===== src/rtl/rap_pkg.sv =====
// Package: shared offsets, port selection type and reset values for the
// indirect register access port. Assumes 8-bit I/O and configuration offsets.
package rap_pkg;

    // I/O offsets; positions are fixed by the host software model
    localparam logic [7:0] OFF_CSR_DATA   = 8'h10;
    localparam logic [7:0] OFF_PTR_WORD   = 8'h12;
    localparam logic [7:0] OFF_PTR_DWORD  = 8'h14;
    localparam logic [7:0] OFF_BCR_WORD   = 8'h16;
    localparam logic [7:0] OFF_BCR_DWORD  = 8'h1C;

    // Configuration header bytes
    localparam logic [7:0] CFG_IRQ_ROUTE  = 8'h3C;
    localparam logic [7:0] CFG_IRQ_PIN    = 8'h3D;
    localparam logic [7:0] CFG_BURST_LO   = 8'h3E;
    localparam logic [7:0] CFG_BURST_HI   = 8'h3F;
    localparam logic [7:0] IRQ_PIN_CODE   = 8'h01;

    // Bus-configuration register mirrored into the header
    localparam int MIRROR_IDX = 22;

    typedef enum logic [1:0] {
        SEL_NONE = 2'd0,
        SEL_PTR  = 2'd1,
        SEL_CSR  = 2'd2,
        SEL_BCR  = 2'd3
    } port_sel_e;

    // Default of a control/status register
    function automatic logic [15:0] csr_reset_val(input int idx);
        return (idx == 0) ? 16'h0004 : 16'h0000;
    endfunction

    // Default of a bus-configuration register
    function automatic logic [15:0] bcr_reset_val(input int idx);
        return (idx == MIRROR_IDX) ? 16'h1806 : 16'h0000;
    endfunction

endpackage


===== src/rtl/rap_io_decode.sv =====
// Module: I/O offset decoder. Maps an I/O offset to the port it addresses,
// taking the current width mode into account. Pure combinational logic;
// assumes the caller qualifies the result with a valid I/O access.
module rap_io_decode
    import rap_pkg::*;
(
    input  logic [7:0] addr,
    input  logic       dw_mode,
    output port_sel_e  sel
);

    logic [7:0] ptr_off;
    logic [7:0] bcr_off;

    // Width-dependent offsets of the pointer and bus-configuration ports
    always_comb begin
        ptr_off = dw_mode ? OFF_PTR_DWORD : OFF_PTR_WORD;
        bcr_off = dw_mode ? OFF_BCR_DWORD : OFF_BCR_WORD;
    end

    // Select the addressed port; anything else is unmapped
    always_comb begin
        if (addr == OFF_CSR_DATA)
            sel = SEL_CSR;
        else if (addr == ptr_off)
            sel = SEL_PTR;
        else if (addr == bcr_off)
            sel = SEL_BCR;
        else
            sel = SEL_NONE;
    end

endmodule


===== src/rtl/rap_regbank.sv =====
// Module: generic register bank of DEPTH words. Writes land only when the
// index is below DEPTH; reads outside the range return zero. One word is
// also exposed as a fixed tap. Assumes 2 <= DEPTH <= 256, WIDTH <= 16 and
// ALIAS_IDX < DEPTH. Soft clear restores the defaults when enabled.
module rap_regbank
    import rap_pkg::*;
#(
    parameter int DEPTH     = 32,
    parameter int WIDTH     = 16,
    parameter bit IS_CSR    = 1'b1,
    parameter int ALIAS_IDX = 0
) (
    input  logic             clk,
    input  logic             rst_n,
    input  logic             soft_clr,
    input  logic             wr_en,
    input  logic [7:0]       idx,
    input  logic [WIDTH-1:0] wdata,
    output logic [WIDTH-1:0] rd_word,
    output logic [WIDTH-1:0] alias_word
);

    localparam int         IW      = $clog2(DEPTH);
    localparam logic [8:0] DEPTH_L = 9'(DEPTH);

    logic [DEPTH-1:0][WIDTH-1:0] mem;
    logic                        in_range;
    logic [IW-1:0]               slot;

    // Range check and slot index from the shared pointer
    always_comb begin
        in_range = ({1'b0, idx} < DEPTH_L);
        slot     = idx[IW-1:0];
    end

    for (genvar i = 0; i < DEPTH; i++) begin : g_entry
        localparam logic [15:0] INIT16 = IS_CSR ? csr_reset_val(i) : bcr_reset_val(i);
        localparam logic [WIDTH-1:0] INIT = INIT16[WIDTH-1:0];

        // Hold one word: reset or clear to default, else take a matching write
        always_ff @(posedge clk) begin
            if (!rst_n || soft_clr)
                mem[i] <= INIT;
            else if (wr_en && in_range && (slot == IW'(i)))
                mem[i] <= wdata;
        end
    end

    // Read the addressed word, zero when out of range
    always_comb begin
        rd_word    = in_range ? mem[slot] : '0;
        alias_word = mem[ALIAS_IDX];
    end


    oob_write_ignored_chk: assert property (@(posedge clk) disable iff (!rst_n)
        (wr_en && !in_range && !soft_clr) |=> $stable(mem));

endmodule


===== src/rtl/rap_cfg_header.sv =====
// Module: configuration header bytes. Holds the interrupt routing byte
// (host read/write, hard reset only) and serves the fixed pin code and the
// two read-only mirror bytes of a bus-configuration word. Byte-wide access.
module rap_cfg_header
    import rap_pkg::*;
(
    input  logic        clk,
    input  logic        rst_n,
    input  logic        wr_en,
    input  logic [7:0]  addr,
    input  logic [7:0]  wdata,
    input  logic [15:0] mirror_word,
    output logic [7:0]  rd_byte
);

    logic [7:0] irq_route;

    // Interrupt routing byte; cleared by hard reset only
    always_ff @(posedge clk) begin
        if (!rst_n)
            irq_route <= 8'h00;
        else if (wr_en && (addr == CFG_IRQ_ROUTE))
            irq_route <= wdata;
    end

    // Header read mux
    always_comb begin
        case (addr)
            CFG_IRQ_ROUTE: rd_byte = irq_route;
            CFG_IRQ_PIN:   rd_byte = IRQ_PIN_CODE;
            CFG_BURST_LO:  rd_byte = mirror_word[7:0];
            CFG_BURST_HI:  rd_byte = mirror_word[15:8];
            default:       rd_byte = 8'h00;
        endcase
    end


    irq_route_hold_chk: assert property (@(posedge clk) disable iff (!rst_n)
        !(wr_en && (addr == CFG_IRQ_ROUTE)) |=> $stable(irq_route));

endmodule


===== src/rtl/rap_port_top.sv =====
// Module: indirect register access port top. Holds the shared pointer and
// the width mode, routes I/O accesses to the two banks, serves the
// configuration header and registers read data one cycle after a request.
// Assumes single-cycle access requests.
module rap_port_top
    import rap_pkg::*;
#(
    parameter int CSR_DEPTH = 32,
    parameter int BCR_DEPTH = 32,
    parameter int REG_W     = 16
) (
    input  logic        clk,
    input  logic        rst_n,
    input  logic        soft_rst,
    input  logic        acc_valid,
    input  logic        acc_write,
    input  logic        acc_cfg,
    input  logic        acc_dw,
    input  logic [7:0]  acc_addr,
    input  logic [31:0] acc_wdata,
    output logic        rd_valid,
    output logic [31:0] rd_data
);

    localparam int PAD_W = 32 - REG_W;

    port_sel_e        sel;
    logic             dw_mode;
    logic [7:0]       ptr;
    logic             io_wr;
    logic             cfg_wr;
    logic             rd_req;
    logic [REG_W-1:0] csr_rd;
    logic [REG_W-1:0] bcr_rd;
    logic [REG_W-1:0] csr0_word;
    logic [REG_W-1:0] mirror_word;
    logic [7:0]       cfg_byte;
    logic [31:0]      rd_mux;
    logic             unused_wdata_hi;

    assign unused_wdata_hi = ^acc_wdata[31:REG_W];

    // Qualify the request by space and direction
    always_comb begin
        io_wr  = acc_valid && acc_write && !acc_cfg;
        cfg_wr = acc_valid && acc_write && acc_cfg;
        rd_req = acc_valid && !acc_write;
    end

    rap_io_decode u_decode (
        .addr    (acc_addr),
        .dw_mode (dw_mode),
        .sel     (sel)
    );

    // Shared pointer; only hard reset clears it
    always_ff @(posedge clk) begin
        if (!rst_n)
            ptr <= 8'h00;
        else if (io_wr && (sel == SEL_PTR))
            ptr <= acc_wdata[7:0];
    end

    // Sticky width mode set by a 32-bit control/status data write
    always_ff @(posedge clk) begin
        if (!rst_n)
            dw_mode <= 1'b0;
        else if (io_wr && (sel == SEL_CSR) && acc_dw)
            dw_mode <= 1'b1;
    end

    rap_regbank #(
        .DEPTH     (CSR_DEPTH),
        .WIDTH     (REG_W),
        .IS_CSR    (1'b1),
        .ALIAS_IDX (0)
    ) u_csr_bank (
        .clk        (clk),
        .rst_n      (rst_n),
        .soft_clr   (soft_rst),
        .wr_en      (io_wr && (sel == SEL_CSR)),
        .idx        (ptr),
        .wdata      (acc_wdata[REG_W-1:0]),
        .rd_word    (csr_rd),
        .alias_word (csr0_word)
    );

    rap_regbank #(
        .DEPTH     (BCR_DEPTH),
        .WIDTH     (REG_W),
        .IS_CSR    (1'b0),
        .ALIAS_IDX (MIRROR_IDX)
    ) u_bcr_bank (
        .clk        (clk),
        .rst_n      (rst_n),
        .soft_clr   (1'b0),
        .wr_en      (io_wr && (sel == SEL_BCR)),
        .idx        (ptr),
        .wdata      (acc_wdata[REG_W-1:0]),
        .rd_word    (bcr_rd),
        .alias_word (mirror_word)
    );

    rap_cfg_header u_cfg (
        .clk         (clk),
        .rst_n       (rst_n),
        .wr_en       (cfg_wr),
        .addr        (acc_addr),
        .wdata       (acc_wdata[7:0]),
        .mirror_word (mirror_word),
        .rd_byte     (cfg_byte)
    );

    // Read data selection across both spaces
    always_comb begin
        if (acc_cfg) begin
            rd_mux = {24'h0, cfg_byte};
        end else begin
            case (sel)
                SEL_PTR: rd_mux = {24'h0, ptr};
                SEL_CSR: rd_mux = {{PAD_W{1'b0}}, csr_rd};
                SEL_BCR: rd_mux = {{PAD_W{1'b0}}, bcr_rd};
                default: rd_mux = 32'h0;
            endcase
        end
    end

    // Register the read response one cycle after the request
    always_ff @(posedge clk) begin
        if (!rst_n) begin
            rd_valid <= 1'b0;
            rd_data  <= 32'h0;
        end else begin
            rd_valid <= rd_req;
            if (rd_req)
                rd_data <= rd_mux;
        end
    end


    ptr_readback_chk: assert property (@(posedge clk) disable iff (!rst_n)
        (rd_valid && $past(rd_req && !acc_cfg && (sel == SEL_PTR)))
            |-> (rd_data == {24'h0, $past(ptr)}));


    mode_sticky_chk: assert property (@(posedge clk) disable iff (!rst_n)
        dw_mode |=> dw_mode);


    mode_set_chk: assert property (@(posedge clk) disable iff (!rst_n)
        (io_wr && (acc_addr == OFF_CSR_DATA) && acc_dw) |=> dw_mode);


    mirror_lo_chk: assert property (@(posedge clk) disable iff (!rst_n)
        (rd_valid && $past(rd_req && acc_cfg && (acc_addr == CFG_BURST_LO)))
            |-> (rd_data == {24'h0, $past(mirror_word[7:0])}));


    irq_pin_chk: assert property (@(posedge clk) disable iff (!rst_n)
        (rd_valid && $past(rd_req && acc_cfg && (acc_addr == CFG_IRQ_PIN)))
            |-> (rd_data == 32'h1));


    ptr_soft_keep_chk: assert property (@(posedge clk) disable iff (!rst_n)
        (soft_rst && !(io_wr && (sel == SEL_PTR))) |=> $stable(ptr));


    csr0_soft_default_chk: assert property (@(posedge clk) disable iff (!rst_n)
        soft_rst |=> (csr0_word == csr_reset_val(0)));


    rd_valid_cause_chk: assert property (@(posedge clk) disable iff (!rst_n)
        rd_valid |-> $past(rd_req));

endmodule


===== config.mk =====
export PLATFORM = sky130hd
export DESIGN_NAME = rap_port_top
export DESIGN_NICKNAME = d
export VERILOG_FILES = /design/src/rtl/rap_pkg.sv /design/src/rtl/rap_io_decode.sv /design/src/rtl/rap_regbank.sv /design/src/rtl/rap_cfg_header.sv /design/src/rtl/rap_port_top.sv
export SDC_FILE = /design/constraint.sdc
export NUM_CORES = 2
export LEC_CHECK = 0
export BUFFER_PORTS_ARGS = -buffer_cell sky130_fd_sc_hd__buf_4
export CAP_MARGIN = 15
export CELL_PAD_IN_SITES_DETAIL_PLACEMENT = 1
export CELL_PAD_IN_SITES_GLOBAL_PLACEMENT = 1
export CORE_ASPECT_RATIO = 0.8
export CORE_MARGIN = 2
export CORE_UTILIZATION = 45
export CTS_CLUSTER_SIZE = 30
export DETAILED_ROUTE_END_ITERATION = 10
export PLACE_DENSITY = 0.81
export RECOVER_POWER = 100
export SLEW_MARGIN = 15
export SYNTH_ARGS = -nofsm -noshare
export SYNTH_HDL_FRONTEND = slang
export SYNTH_SLANG_ARGS = --single-unit

===== constraint.sdc =====
create_clock -name clk -period 2.7 [get_ports clk]
set_input_delay 0.135 -clock clk [delete_from_list [all_inputs] [get_ports clk]]
set_output_delay 0.135 -clock clk [all_outputs]
set_load 0.1 [all_outputs]

# Yosys cells after proc, flatten, opt, wreduce, memory -nomap -nowiden
# Index checks and enable logic that the tools add are counted.
dict set report op_classes {
  eq_ne 41
  n_mux 14
  order_cmp 2
  reduce_logical 80
}
# cell count
set op_table {}
lappend op_table {{16-bit binary-select mux with 5-bit select} 2}
lappend op_table {{5-bit equality test, second input constant} 16}
lappend op_table {{16-bit 2-to-1 mux} 5}
lappend op_table {{1-bit logical AND} 75}
lappend op_table {{16-bit case mux with 3 select lines} 1}
lappend op_table {{5-bit by 4-bit equality test with 1-bit output, second input constant} 8}
lappend op_table {{8-bit by 6-bit equality test with 1-bit output, second input constant} 4}
lappend op_table {{8-bit case mux with 4 select lines} 1}
lappend op_table {{5-bit by 3-bit equality test with 1-bit output, second input constant} 4}
lappend op_table {{8-bit equality test} 2}
lappend op_table {{5-bit by 2-bit equality test with 1-bit output, second input constant} 2}
lappend op_table {{8-bit by 5-bit equality test with 1-bit output, second input constant} 1}
lappend op_table {{8-bit by 6-bit < comparator with 1-bit output, second input constant} 1}
lappend op_table {{5-bit by 6-bit < comparator with 1-bit output, second input constant} 1}
lappend op_table {{2-bit 2-to-1 mux} 3}
lappend op_table {{5-bit by 1-bit equality test with 1-bit output, second input constant} 1}
lappend op_table {{5-bit logical NOT} 1}
lappend op_table {{2-bit equality test, second input constant} 2}
lappend op_table {{4-bit 2-to-1 mux} 1}
lappend op_table {{1-bit logical NOT} 3}
lappend op_table {{3-bit 2-to-1 mux} 1}
lappend op_table {{2-bit by 1-bit equality test with 1-bit output, second input constant} 1}
lappend op_table {{1-bit logical OR} 1}
dict set report word_totals {
  regBits 1074
  in_bits 47
}

# Logic depth before layout (Yosys ltp)
dict set report logic_depth {
  ltp_word 9
  mapped_depth 11
  ltp_nobuf 6
}

# Modules after synthesis
# From an unflattened synthesis, not the netlist that was laid out.
dict set report unflattened {
  hier_cells 4810
  area_unflattened_um2 47956.0
}
# module area_each_um2 instances cells_per_inst seq_area_each_um2
set by_module_without_submodules {}
lappend by_module_without_submodules {{rap_regbank (u_bcr_bank)} 22899.5 1 2284 10249.8}
lappend by_module_without_submodules {{rap_regbank (u_csr_bank)} 22893.2 1 2283 10249.8}
lappend by_module_without_submodules {rap_port_top 1551.5 1 164 520.5}
lappend by_module_without_submodules {rap_cfg_header 555.5 1 69 160.2}
lappend by_module_without_submodules {rap_io_decode 56.3 1 10 0.0}

# Worst setup path after synthesis
# Ideal clock, no wire load.
dict set report synth_timing {
  kind {reg-to-reg}
  startpoint {reg ptr[1]}
  endpoint {reg rd_data[14]}
  setup_slack_ns 0.131
  path_stages_with_launch 9
  setup_time_ns 0.133
  n_path_buf 4
  t_required_ns 2.567
  arrival_ns 2.435
  period_less_slack_ns 2.569
  cell_sequence {dfxtp_1 -> buf_2 -> buf_2 -> buf_2 -> buf_1 -> mux4_2 -> mux4_2 -> a222oi_1 -> o21ai_0}
}
dict set report synth_via {
  elab_chain_cells 5
  elab_cells_between_ends 9
  cone_classes {order compare: 1; mux: 8}
}
# element line
set synth_rtl {}
lappend synth_rtl {{from (decl)} rap_port_top.sv:29} ;# logic [7:0] ptr;
lappend synth_rtl {{from (signal assigned)} rap_port_top.sv:61} ;# ptr <= acc_wdata[7:0];
lappend synth_rtl {{16-bit binary-select mux with 5-bit select} rap_regbank.sv:51} ;# rd_word = in_range ? mem[slot] : '0;
lappend synth_rtl {{16-bit 2-to-1 mux (not written as such)} rap_regbank.sv:51}
lappend synth_rtl {{16-bit 2-to-1 mux} rap_regbank.sv:51}
lappend synth_rtl {{16-bit case mux with 3 select lines *} rap_port_top.sv:119} ;# case (sel)
lappend synth_rtl {{16-bit 2-to-1 mux *} rap_port_top.sv:116} ;# if (acc_cfg) begin
lappend synth_rtl {{to (signal assigned)} rap_port_top.sv:136} ;# rd_data <= rd_mux;
lappend synth_rtl {{to (decl)} rap_port_top.sv:22} ;# output logic [31:0] rd_data
# Mark *: on every way between the ends. The rest lies on a longest branch, timed or not. The select of a mux whose other input is x is not followed.
# A chain may end at the register's enable or synchronous reset.

# Worst setup path in the final report
dict set report layout_timing {
  startpoint {reg ptr[7]}
  endpoint {reg u_csr_bank.mem (netlist bit u_csr_bank.alias_word[2])}
}
dict set report layout_via {
  elab_chain_cells 3
}
# element line
set layout_rtl {}
lappend layout_rtl {{8-bit by 6-bit < comparator with 1-bit output} rap_regbank.sv:32} ;# in_range = ({1'b0, idx} < DEPTH_L);
lappend layout_rtl {{1-bit logical AND (2 in series)} rap_regbank.sv:44} ;# else if (wr_en && in_range && (slot == IW'(i)))
lappend layout_rtl {{to (signal, indexed assignment)} rap_regbank.sv:45} ;# mem[i] <= wdata;
lappend layout_rtl {{to (decl)} rap_regbank.sv:26} ;# logic [DEPTH-1:0][WIDTH-1:0] mem;
# Every way passes these cells.

==> run_results.csv <==
group,metric,value,unit
place,placed_area,51800,µm²
final_layout,final_core_util,52.0,%
worst_setup_path,crit_path_cell_trace,"or4_1 -> nor2_1 -> buf_4 -> and3_4 -> clkbuf_4 -> nand3_1 -> clkbuf_2 -> a211o_1",
sta,maxSlewViolCount,0,
floorplanning,dieArea,111000,µm²
final_layout,multi_input_area,25200,µm²
sta,setup_viol,0,
worst_setup_path,worst_setup_path_start_kind,"flop",
place,dp.cells,5782,
place,gpl.final_weighted_congestion,0.880,
worst_setup_path,cp_slowest_cell,"or4_1",
floorplanning,rows,107,
worst_setup_path,worst-setup-path-type,"flop to flop",
route,drt-total-wl,162000,µm
floorplanning,start_util,45.5,%
route,wl_per_cell,27.0,µm
final_layout,nNetsFinal,4542,
floorplanning,core_area,107000,µm²
clock_network,cts.clk_slew.worst_paths,60,ps
synthesis,synth.top_cell.area_share,43.5,%
clock_network,htreeDepth,3,
synthesis,netlist-cell-type-count,66,
pwr,power,32.0,mW
sta,holdWs,46.8,ps
floorplanning,io_pins,80,
route,ant_nets,0,
pwr,irDropWorstVdd,0.519,mV
global_route,grt_pass1_wl,242000,µm
sta,fmax,375,MHz
route,drt_pass1_iterations,5,
worst_setup_path,critPathMaxStageDelay,610,ps
clock_network,cts_root_buffer,"clkbuf_16",
synthesis,synth.avg_cell_area,10.9,µm²
sta,finalCriticalPeriod,2670,ps
final_layout,seq_area,21200,µm²
worst_setup_path,rr_worst_depth,8,
place,portBuffers,47,
clock_network,cts_sinks,1058,
sta,finalHoldViolations,0,
route,drt_iter0_markers,3558,
synthesis,ys_seq_elements,1058,
worst_setup_path,arrival,3270,ps
synthesis,yosys.area.top_type,"dfxtp_1",
clock_network,cts_buffer_depth,3,
synthesis,syn_area,48600,µm²
floorplanning,die_height,298,µm
synthesis,synth-edff-count,0,
sta,relSlewSlack,14.8,%
floorplanning,die_x,372,µm
final_layout,final_layout_size_suffix_gt1_share,18.2,%
clock_network,cts_tree,"yes",
worst_setup_path,r2r_start,"ptr[7]",
sta,skew,29.6,ps
global_route,grtUsageTotal,28.6,%
worst_setup_path,cp.required,3300,ps
worst_setup_path,endpoint,"u_csr_bank.alias_word[2]",
final_layout,postLayoutCellArea,55500,µm²
sta,tightest_slew,1280,ps
synthesis,ys_warn_count,0,
pwr,p_leak,21.0,nW
synthesis,synth_area_leaders,"dfxtp_1 44%, mux2i_1 21%, mux4_2 10%",
worst_setup_path,r2r_end,"u_csr_bank.alias_word[2]",
synthesis,yosysSeqAreaShare,43.5,%
global_route,antenna_found_initial,7,
final_layout,fill_cells,11100,
worst_setup_path,worst_setup_path_end_kind,"flop",
place,hpwl,99800,µm
worst_setup_path,cp-startpoint,"ptr[7]",
route,viasPerCell,6.00,
final_layout,area_delta_synth_final,14.1,%
worst_setup_path,critPathMaxFanout,8,
route,post-route-drc-count,0,
synthesis,synthFlopType,"dfxtp_1",
final_layout,finalNonFillerCells,6002,
run,maxCapViolCount,0,
final_layout,layout_common_cells,"1053 x dfxtp_1, 1034 x mux2i_1, 485 x nor2_1",
worst_setup_path,rrSetupSlack,30,ps
synthesis,netlist_instances,4463,
hold_path,hp-class,"input port to flop",
clock_network,cts_buffers,105,
route,num_vias,36000,
global_route,grt_max_degree,308,
global_route,grt.overflow.total,0,
final_layout,layout_commonest_cell,"dfxtp_1",
synthesis,async_flop_share,0,%
clock_network,clock_latency,730,ps
global_route,grt_pass1_vias,37900,
sta,period_share,98.8,%
status,status,"complete, no violations",
pwr,cellPowerDensity,576,nW/µm²
hold_path,hold_path_startpoint,"acc_wdata[5]",
==> how the worst min path moves through the flow <==
stage                               end  cells past startpoint
global placement                dw_mode                      3
detailed placement              dw_mode                      3
CTS                 u_csr_bank.mem[178]                      3
floorplan                       dw_mode                      2
global route        u_csr_bank.mem[178]                      3
finish              u_bcr_bank.mem[181]                      3
==> through the flow <==
stage | setup TNS, ps | worst slack, ps
2_1_floorplan | 0 | 131
3_3_place_gp | -30.1 | -24.6
3_5_place_dp | -140 | -137
4_1_cts | 0 | 17.4
5_1_grt | -95.0 | -41.9
6_report | 0 | 31.9
==> Yosys cell counts, types with 4 or more instances <==
master     instances
dfxtp_1         1058
mux2i_1         1036
nor2_1           492
nor2b_1          484
mux4_2           224
clkbuf_1         207
nand2_1          168
nand3_1          123
buf_2            112
a21oi_1           86
buf_4             43
a22oi_1           40
buf_1             39
a21boi_0          36
buf_6             29
o21ai_0           26
a21boi_1          20
nor2_8            20
o22ai_1           20
mux2_2            19
nand3_4           18
a221oi_1          14
o221ai_1          13
a211oi_1          12
buf_8             10
nor2_2            10
nand2b_1           8
nand3_2            8
a31oi_1            6
a2111oi_0          5
a211o_1            4
a22o_1             4
and2_1             4
buf_12             4
nand3b_1           4
o2111ai_1          4
o211ai_1           4
or4_1              4
==> sequential cells by signal, indices dropped and copies added (netlist names) <==
register	count
u_bcr_bank.alias_word	16
u_cfg.irq_route	8
ptr	8
rd_data	16
rd_valid	1
u_bcr_bank.mem	496
dw_mode	1
u_csr_bank.mem	496
u_csr_bank.alias_word	16
==> critical path, delay by kind of cell (launching register included) <==
kind                   cells  cell delay, ps
AOI/OAI and AO/OA          1             380
buffers and inverters      3             670
DFF                        1             340
and+or+nand+nor            4            1160
==> what timing repair did <==
item	in CTS	in global routing
hold buffers	7	0
endpoints found under the hold margin	47	0
gates cloned	0	2
pin swaps	0	3
gates resized for setup	1	5
setup buffers	2	12
endpoints found under the setup margin	6	24
==> report_power, final <==
part,total (mW),internal (mW),switching (mW)
Combinational,1.00,0.227,0.775
Clock,15.3,8.77,6.57
Sequential,15.6,15.6,0.00883
==> kinds of logic (layout without fill, tap and decap cells) <==
kind of cell,count (synthesis),in the layout,synth area share [%]
AO/OA/AOI/OAI,309,309,4.34
buffers and inverters,448,552,4.89
other,1,19,0.00771
AND/OR/NAND/NOR,1368,1368,15.1
flip-flops,1058,1058,43.5
multiplexers,1279,1279,32.1
==> final cells by class <==
| class | instances | share of cell area [%] |
|---|---|---|
| repair buffers | 354 | 6.74 |
| clock buffers | 153 | 5.60 |
| diodes | 3 | 0.0135 |
| flip-flops and latches | 1058 | 38.2 |
| clock inverters | 41 | 0.843 |
| multi-input cells | 2972 | 45.4 |
| inverters | 4 | 0.0271 |
| well taps | 1417 | 3.19 |
==> layer usage <==
| metal | GRT usage, % | part of all wire [%] | up-vias |
|---|---|---|---|
| met5 | 0 | 0.0080 | - |
| li1 | - | - | 15700 |
| met4 | 10.7 | 3.7 | 2 |
| met1 | 38.9 | 44 | 18700 |
| met2 | 44.8 | 46 | 1314 |
| met3 | 5.85 | 7.2 | 359 |
No activity file was read; power rests on OpenSTA's default activity.
